===== src/rtl/dl_tap_pkg.sv =====
package dl_tap_pkg;
    // Smallest tap count the chain may run with (highest frequency).
    localparam int unsigned TAP_MIN = 2;
endpackage


===== src/rtl/dl_tap_step.sv =====
module dl_tap_step
    import dl_tap_pkg::*;
#(
    parameter int unsigned TAPS = 32,
    parameter int unsigned TW   = 5
) (
    input  logic [TW-1:0] tap_i,
    input  logic          want_up_i,
    input  logic          want_dn_i,
    output logic [TW-1:0] tap_o,
    output logic          moved_o,
    output logic          blocked_o
);
    localparam logic [TW-1:0] TOP = TW'(TAPS - 1);
    localparam logic [TW-1:0] BOT = TW'(TAP_MIN);

    always_comb begin
        tap_o     = tap_i;
        moved_o   = 1'b0;
        blocked_o = 1'b0;
        if (want_up_i) begin
            if (tap_i >= TOP) begin
                blocked_o = 1'b1;
            end else begin
                tap_o   = tap_i + TW'(1);
                moved_o = 1'b1;
            end
        end else if (want_dn_i) begin
            if (tap_i <= BOT) begin
                blocked_o = 1'b1;
            end else begin
                tap_o   = tap_i - TW'(1);
                moved_o = 1'b1;
            end
        end
    end
endmodule


===== src/rtl/dl_settle_timer.sv =====
module dl_settle_timer #(
    parameter int unsigned CW = 12
) (
    input  logic          clk_i,
    input  logic          rst_i,
    input  logic          load_i,
    input  logic [CW-1:0] len_i,
    output logic          idle_o
);
    logic [CW-1:0] cnt_d, cnt_q;

    always_comb begin
        cnt_d = cnt_q;
        if (load_i) begin
            cnt_d = len_i;
        end else if (cnt_q != '0) begin
            cnt_d = cnt_q - CW'(1);
        end
    end

    always_ff @(posedge clk_i) begin
        if (rst_i) cnt_q <= '0;
        else       cnt_q <= cnt_d;
    end

    assign idle_o = (cnt_q == '0);
endmodule


===== src/rtl/dl_lock_qual.sv =====
module dl_lock_qual #(
    parameter int unsigned LW = 8
) (
    input  logic          clk_i,
    input  logic          rst_i,
    input  logic          clear_i,
    input  logic          sample_i,
    input  logic          mid_i,
    input  logic [LW-1:0] len_i,
    output logic          locked_o
);
    typedef struct packed {
        logic [LW-1:0] cnt;
        logic          locked;
    } lq_t;

    lq_t s_d, s_q;
    logic [LW:0] target;
    logic [LW:0] bumped;

    assign target = (len_i == '0) ? (LW+1)'(1) : {1'b0, len_i};
    assign bumped = {1'b0, s_q.cnt} + (LW+1)'(1);

    always_comb begin
        s_d = s_q;
        if (clear_i) begin
            s_d.cnt    = '0;
            s_d.locked = 1'b0;
        end else if (sample_i && !s_q.locked) begin
            if (mid_i) begin
                if (s_q.cnt != '1) s_d.cnt = s_q.cnt + LW'(1);
                if (bumped >= target) s_d.locked = 1'b1;
            end else begin
                s_d.cnt = '0;
            end
        end
    end

    always_ff @(posedge clk_i) begin
        if (rst_i) s_q <= '{cnt: '0, locked: 1'b0};
        else       s_q <= s_d;
    end

    assign locked_o = s_q.locked;
endmodule


===== src/rtl/dl_tap_supervisor.sv =====
module dl_tap_supervisor
    import dl_tap_pkg::*;
#(
    parameter int unsigned TAPS     = 32,
    parameter int unsigned SETTLE_W = 12,
    parameter int unsigned LOCK_W   = 8
) (
    input  logic                     clk_i,
    input  logic                     rst_i,
    input  logic                     lock_req_i,
    input  logic                     ctl_low_i,
    input  logic                     ctl_high_i,
    input  logic                     ctl_mid_i,
    input  logic [SETTLE_W-1:0]      settle_len_i,
    input  logic [LOCK_W-1:0]        lock_len_i,
    output logic [$clog2(TAPS)-1:0]  tap_o,
    output logic                     locked_o,
    output logic                     retap_o,
    output logic                     oor_o
);
    localparam int unsigned   TW  = $clog2(TAPS);
    localparam logic [TW-1:0] MID = TW'(TAPS / 2);

    typedef struct packed {
        logic [TW-1:0] tap;
        logic          retap;
        logic          oor;
    } sup_t;

    sup_t s_d, s_q;

    logic          settle_idle;
    logic          sample;
    logic          want_up, want_dn;
    logic          moved, blocked;
    logic [TW-1:0] tap_next;
    logic          in_window;
    logic          lock_clear;

    assign sample    = lock_req_i && settle_idle;
    assign in_window = !ctl_high_i && !ctl_low_i;
    assign want_up   = sample && ctl_high_i;
    assign want_dn   = sample && ctl_low_i && !ctl_high_i;

    dl_tap_step #(.TAPS(TAPS), .TW(TW)) u_step (
        .tap_i     (s_q.tap),
        .want_up_i (want_up),
        .want_dn_i (want_dn),
        .tap_o     (tap_next),
        .moved_o   (moved),
        .blocked_o (blocked)
    );

    dl_settle_timer #(.CW(SETTLE_W)) u_settle (
        .clk_i  (clk_i),
        .rst_i  (rst_i),
        .load_i (moved),
        .len_i  (settle_len_i),
        .idle_o (settle_idle)
    );

    assign lock_clear = !lock_req_i || moved || blocked;

    dl_lock_qual #(.LW(LOCK_W)) u_lock (
        .clk_i    (clk_i),
        .rst_i    (rst_i),
        .clear_i  (lock_clear),
        .sample_i (sample && in_window),
        .mid_i    (ctl_mid_i),
        .len_i    (lock_len_i),
        .locked_o (locked_o)
    );

    always_comb begin
        s_d       = s_q;
        s_d.retap = 1'b0;
        if (!lock_req_i) begin
            s_d.oor = 1'b0;
        end else if (sample) begin
            if (moved) begin
                s_d.tap   = tap_next;
                s_d.retap = 1'b1;
            end
            if (blocked)   s_d.oor = 1'b1;
            if (in_window) s_d.oor = 1'b0;
        end
    end

    always_ff @(posedge clk_i) begin
        if (rst_i) s_q <= '{tap: MID, retap: 1'b0, oor: 1'b0};
        else       s_q <= s_d;
    end

    assign tap_o   = s_q.tap;
    assign retap_o = s_q.retap;
    assign oor_o   = s_q.oor;
endmodule


===== config.mk =====
export PLATFORM = sky130hd
export DESIGN_NAME = dl_tap_supervisor
export DESIGN_NICKNAME = d
export VERILOG_FILES = /design/src/rtl/dl_tap_pkg.sv /design/src/rtl/dl_tap_step.sv /design/src/rtl/dl_settle_timer.sv /design/src/rtl/dl_lock_qual.sv /design/src/rtl/dl_tap_supervisor.sv
export SDC_FILE = /design/constraint.sdc
export NUM_CORES = 1
export LEC_CHECK = 0
export BUFFER_PORTS_ARGS = -buffer_cell sky130_fd_sc_hd__buf_2
export CAP_MARGIN = 5
export CORE_AREA = 3 3 83 85
export DETAILED_ROUTE_END_ITERATION = 8
export DIE_AREA = 0 0 86 88
export HOLD_SLACK_MARGIN = 0.1
export PLACE_DENSITY_LB_ADDON = 0.12
export REMOVE_ABC_BUFFERS = 1
export SETUP_SLACK_MARGIN = 0.4
export SLEW_MARGIN = 25
export SYNTH_ARGS = -nofsm -noshare
export SYNTH_HDL_FRONTEND = slang
export SYNTH_SLANG_ARGS = --single-unit

===== constraint.sdc =====
create_clock -name clk_i -period 3.5 [get_ports clk_i]
set_input_delay 0.525 -clock clk_i [delete_from_list [all_inputs] [get_ports clk_i]]
set_output_delay 0.525 -clock clk_i [all_outputs]
set_load 0.05 [all_outputs]

==> flow_summary.toml <==
[clock_network]
post-cts-setup-buffers = 0
cts_tree = "yes"
ctsHoldBuffers = 0
cts_max_path_buffers = 2
path_clk_slew_ps = 100
cts.htree.levels = 1
numCtsBuffers = 3
post_cts_resized = 0
cts-root-buf = "clkbuf_8"
worstSkewPairLatency_ps = 280
cts_sinks = 28

[routing]
drt-total-wl_um = 4540
drt_pass1_iterations = 4
drt-initial-drc-count = 82
drc = 0
wire_per_inst_um = 13.6
ant_nets = 0
via_per_inst = 5.07
num_vias = 1687

[min_path]
min-delay-start = "settle_len_i[4]"
hold_path.class = "primary input to flip-flop"
min_path_cells = 2

[placement]
place_congestion = 0.757
place_hpwl_um = 3470
dp_cells = 329
io_buffer_count = 33
placed_area_um2 = 2080

[timing]
rsz0062_at_grt = "no"
fmaxAchievable_mhz = 350
fin_tns_setup_ps = 0
min_period_over_period = 0.817
period_needed_ps = 2860
relSlewSlack = 0.595
finalHoldViolCount = 0
worst-slew-pin-transition_ps = 606
final-setup-viol-count = 0
fin_hold_ws_ps = 453
drv_slew = 0
skew_ps = 5.11

[logic_synthesis]
yosysSeqAreaShare = 0.305
synth_top_area_frac = 0.305
yosys_register_bits = 28
ys_warn_count = 0
syn_area_per_cell_um2 = 8.21
synth_area_leader_cell = "dfxtp_1"
syn_area_um2 = 1840
netlist_instances = 224
ys_top_cells_by_area = "dfxtp_1, ha_1, xnor2_1"
async_flop_share = 0
synth_flop_cell = "dfxtp_1"
synth_cell_types = 47
synth_edf_count = 0

[layout]
layout.nets = 298
final_cells = 333
diodes = 0
synthToLayoutAreaGrowth_pct = 17.4
fillCellCount = 673
finalInstanceArea_um2 = 2160
drive_above_1_share = 0.199

[floorplanning]
start_util = 0.293
dieArea_um2 = 7570
io_pins = 34
rows = 29
die_w_um = 86
fp.coreArea_um2 = 6280
die_y_um = 88

[setup_path]
crit_fanout = 7
reg2reg_depth = 9
cp.arrival_ps = 3030
crit_path_start_kind = "flip-flop"
endpoint_kind = "flip-flop"
path_class = "flip-flop to flip-flop"
required_ps = 3670
cp-startpoint = "u_settle.cnt_q[2]"
rr_startpoint = "u_settle.cnt_q[2]"

[global_route]
grt_max_degree = 17
grt_first_pass_wirelength_um = 7690
overflow = 0
antenna_found_initial = 0
grtUsageTotal = 0.127
first_global_vias = 1599

[flow_run]
drv_cap = 0

[power]
p_per_area_nw_per_um2 = 633
peakVddDrop_uv = 258
power_leakage_nw = 0.931

[outcome]
status = "complete, no violations"
==> through the flow <==
step | util | setup slack, ps | total power, mW
finish | 0.344 | 642 | 1.37
global route | 0.344 | 427 | 1.49
CTS | 0.343 | 579 | 1.38
detailed placement | 0.332 | 617 | 1.11
global placement | 0.332 | 652 | 1.12
floorplan | - | 18.6 | 0.949
==> cell usage after synthesis (2+ instances only) <==
master and number:
dfxtp_1 28, a21o_1 2, inv_1 15, a31oi_1 4
nand3_1 8, or4_4 2, ha_1 14, a21oi_1 13
a221oi_1 2, nor4_1 5, xor2_1 6, a211oi_1 3
or4_1 3, clkbuf_1 4, or2_2 2, and3_1 4
and2_1 2, nand2_1 19, nor3_1 13, xnor2_1 9
a22o_1 7, nand2b_1 7, nor2_1 16, o21ai_0 7
o211ai_1 4, o31ai_1 4
==> logic make-up (layout without fill, tap and decap cells) <==
logic type	Yosys count	in the layout	share of synthesized area
and+or+nand+nor	90	90	0.259
AOI/OAI and AO/OA	53	53	0.199
DFF	28	28	0.305
buffers and inverters	21	53	0.0476
adders and majority gates	15	15	0.106
xor gates and xnor gates	15	15	0.0715
muxes	2	2	0.0116
==> layer usage <==
layer  wire length [um]  track usage  part of all wire  vias to the layer above
li1                   -            -                 -                      885
met1               2370        0.194              0.52                      762
met2               1920        0.180              0.42                       34
met3                180       0.0169             0.040                        6
met4                 68       0.0460             0.015                        0
met5                  0            0                 0                        -
==> critical path, stage by stage (launching register included) <==
cell,delay [ps]
dfxtp_1,380
or4_4,570
nor4_2,370
nand3_2,160
ha_1,340
nand2b_1,80
a21oi_1,150
xor2_1,200
nor3_1,60
or3b_2,430
==> placed cells by master (no fill, tap or decap), types with 3 or more instances in the layout <==
master / count
dfxtp_1: 28
xor2_1: 6
a211oi_1: 3
a22o_1: 7
clkbuf_8: 3
buf_2: 33
inv_1: 15
nor4_1: 4
or4_1: 3
nand2b_1: 7
o21ai_0: 7
o211ai_1: 4
xnor2_1: 9
ha_1: 14
and3_1: 4
a31oi_1: 4
a21oi_1: 13
o31ai_1: 4
nor3_1: 13
nand3_1: 7
nor2_1: 16
nand2_1: 19
==> area by class of cell <==
type                    instances  area (um2)  area share
clock buffers                   3        41.3      0.0191
flip-flops and latches         28         561       0.260
well taps                      77        96.3      0.0446
inverters                      15        56.3      0.0261
clock inverters                 1        30.0      0.0139
repair buffers                 34         173      0.0800
multi-input cells             175        1200       0.557
==> registers in the layout, summed over array words and instances (netlist names) <==
register	cells
oor_o	1
tap_o	5
retap_o	1
u_lock.locked_o	1
u_settle.cnt_q	12
u_lock.s_q	8
==> final timing paths <==
kind	to	slack [ps]
hold reg to reg	u_lock.s_q[2]	510
setup / recovery	tap_o[4]	640
setup reg to reg	tap_o[4]	640
hold / removal	u_settle.cnt_q[4]	450
==> where the power goes <==
group	total [mW]	internal, mW	leakage (nW)	switching (mW)
clock	0.263	0.153	0.0357	0.110
combinational	0.631	0.283	0.668	0.348
sequential	0.472	0.391	0.228	0.0811
total	1.37	0.827	0.931	0.539
No activity file was read; power rests on OpenSTA's default activity.
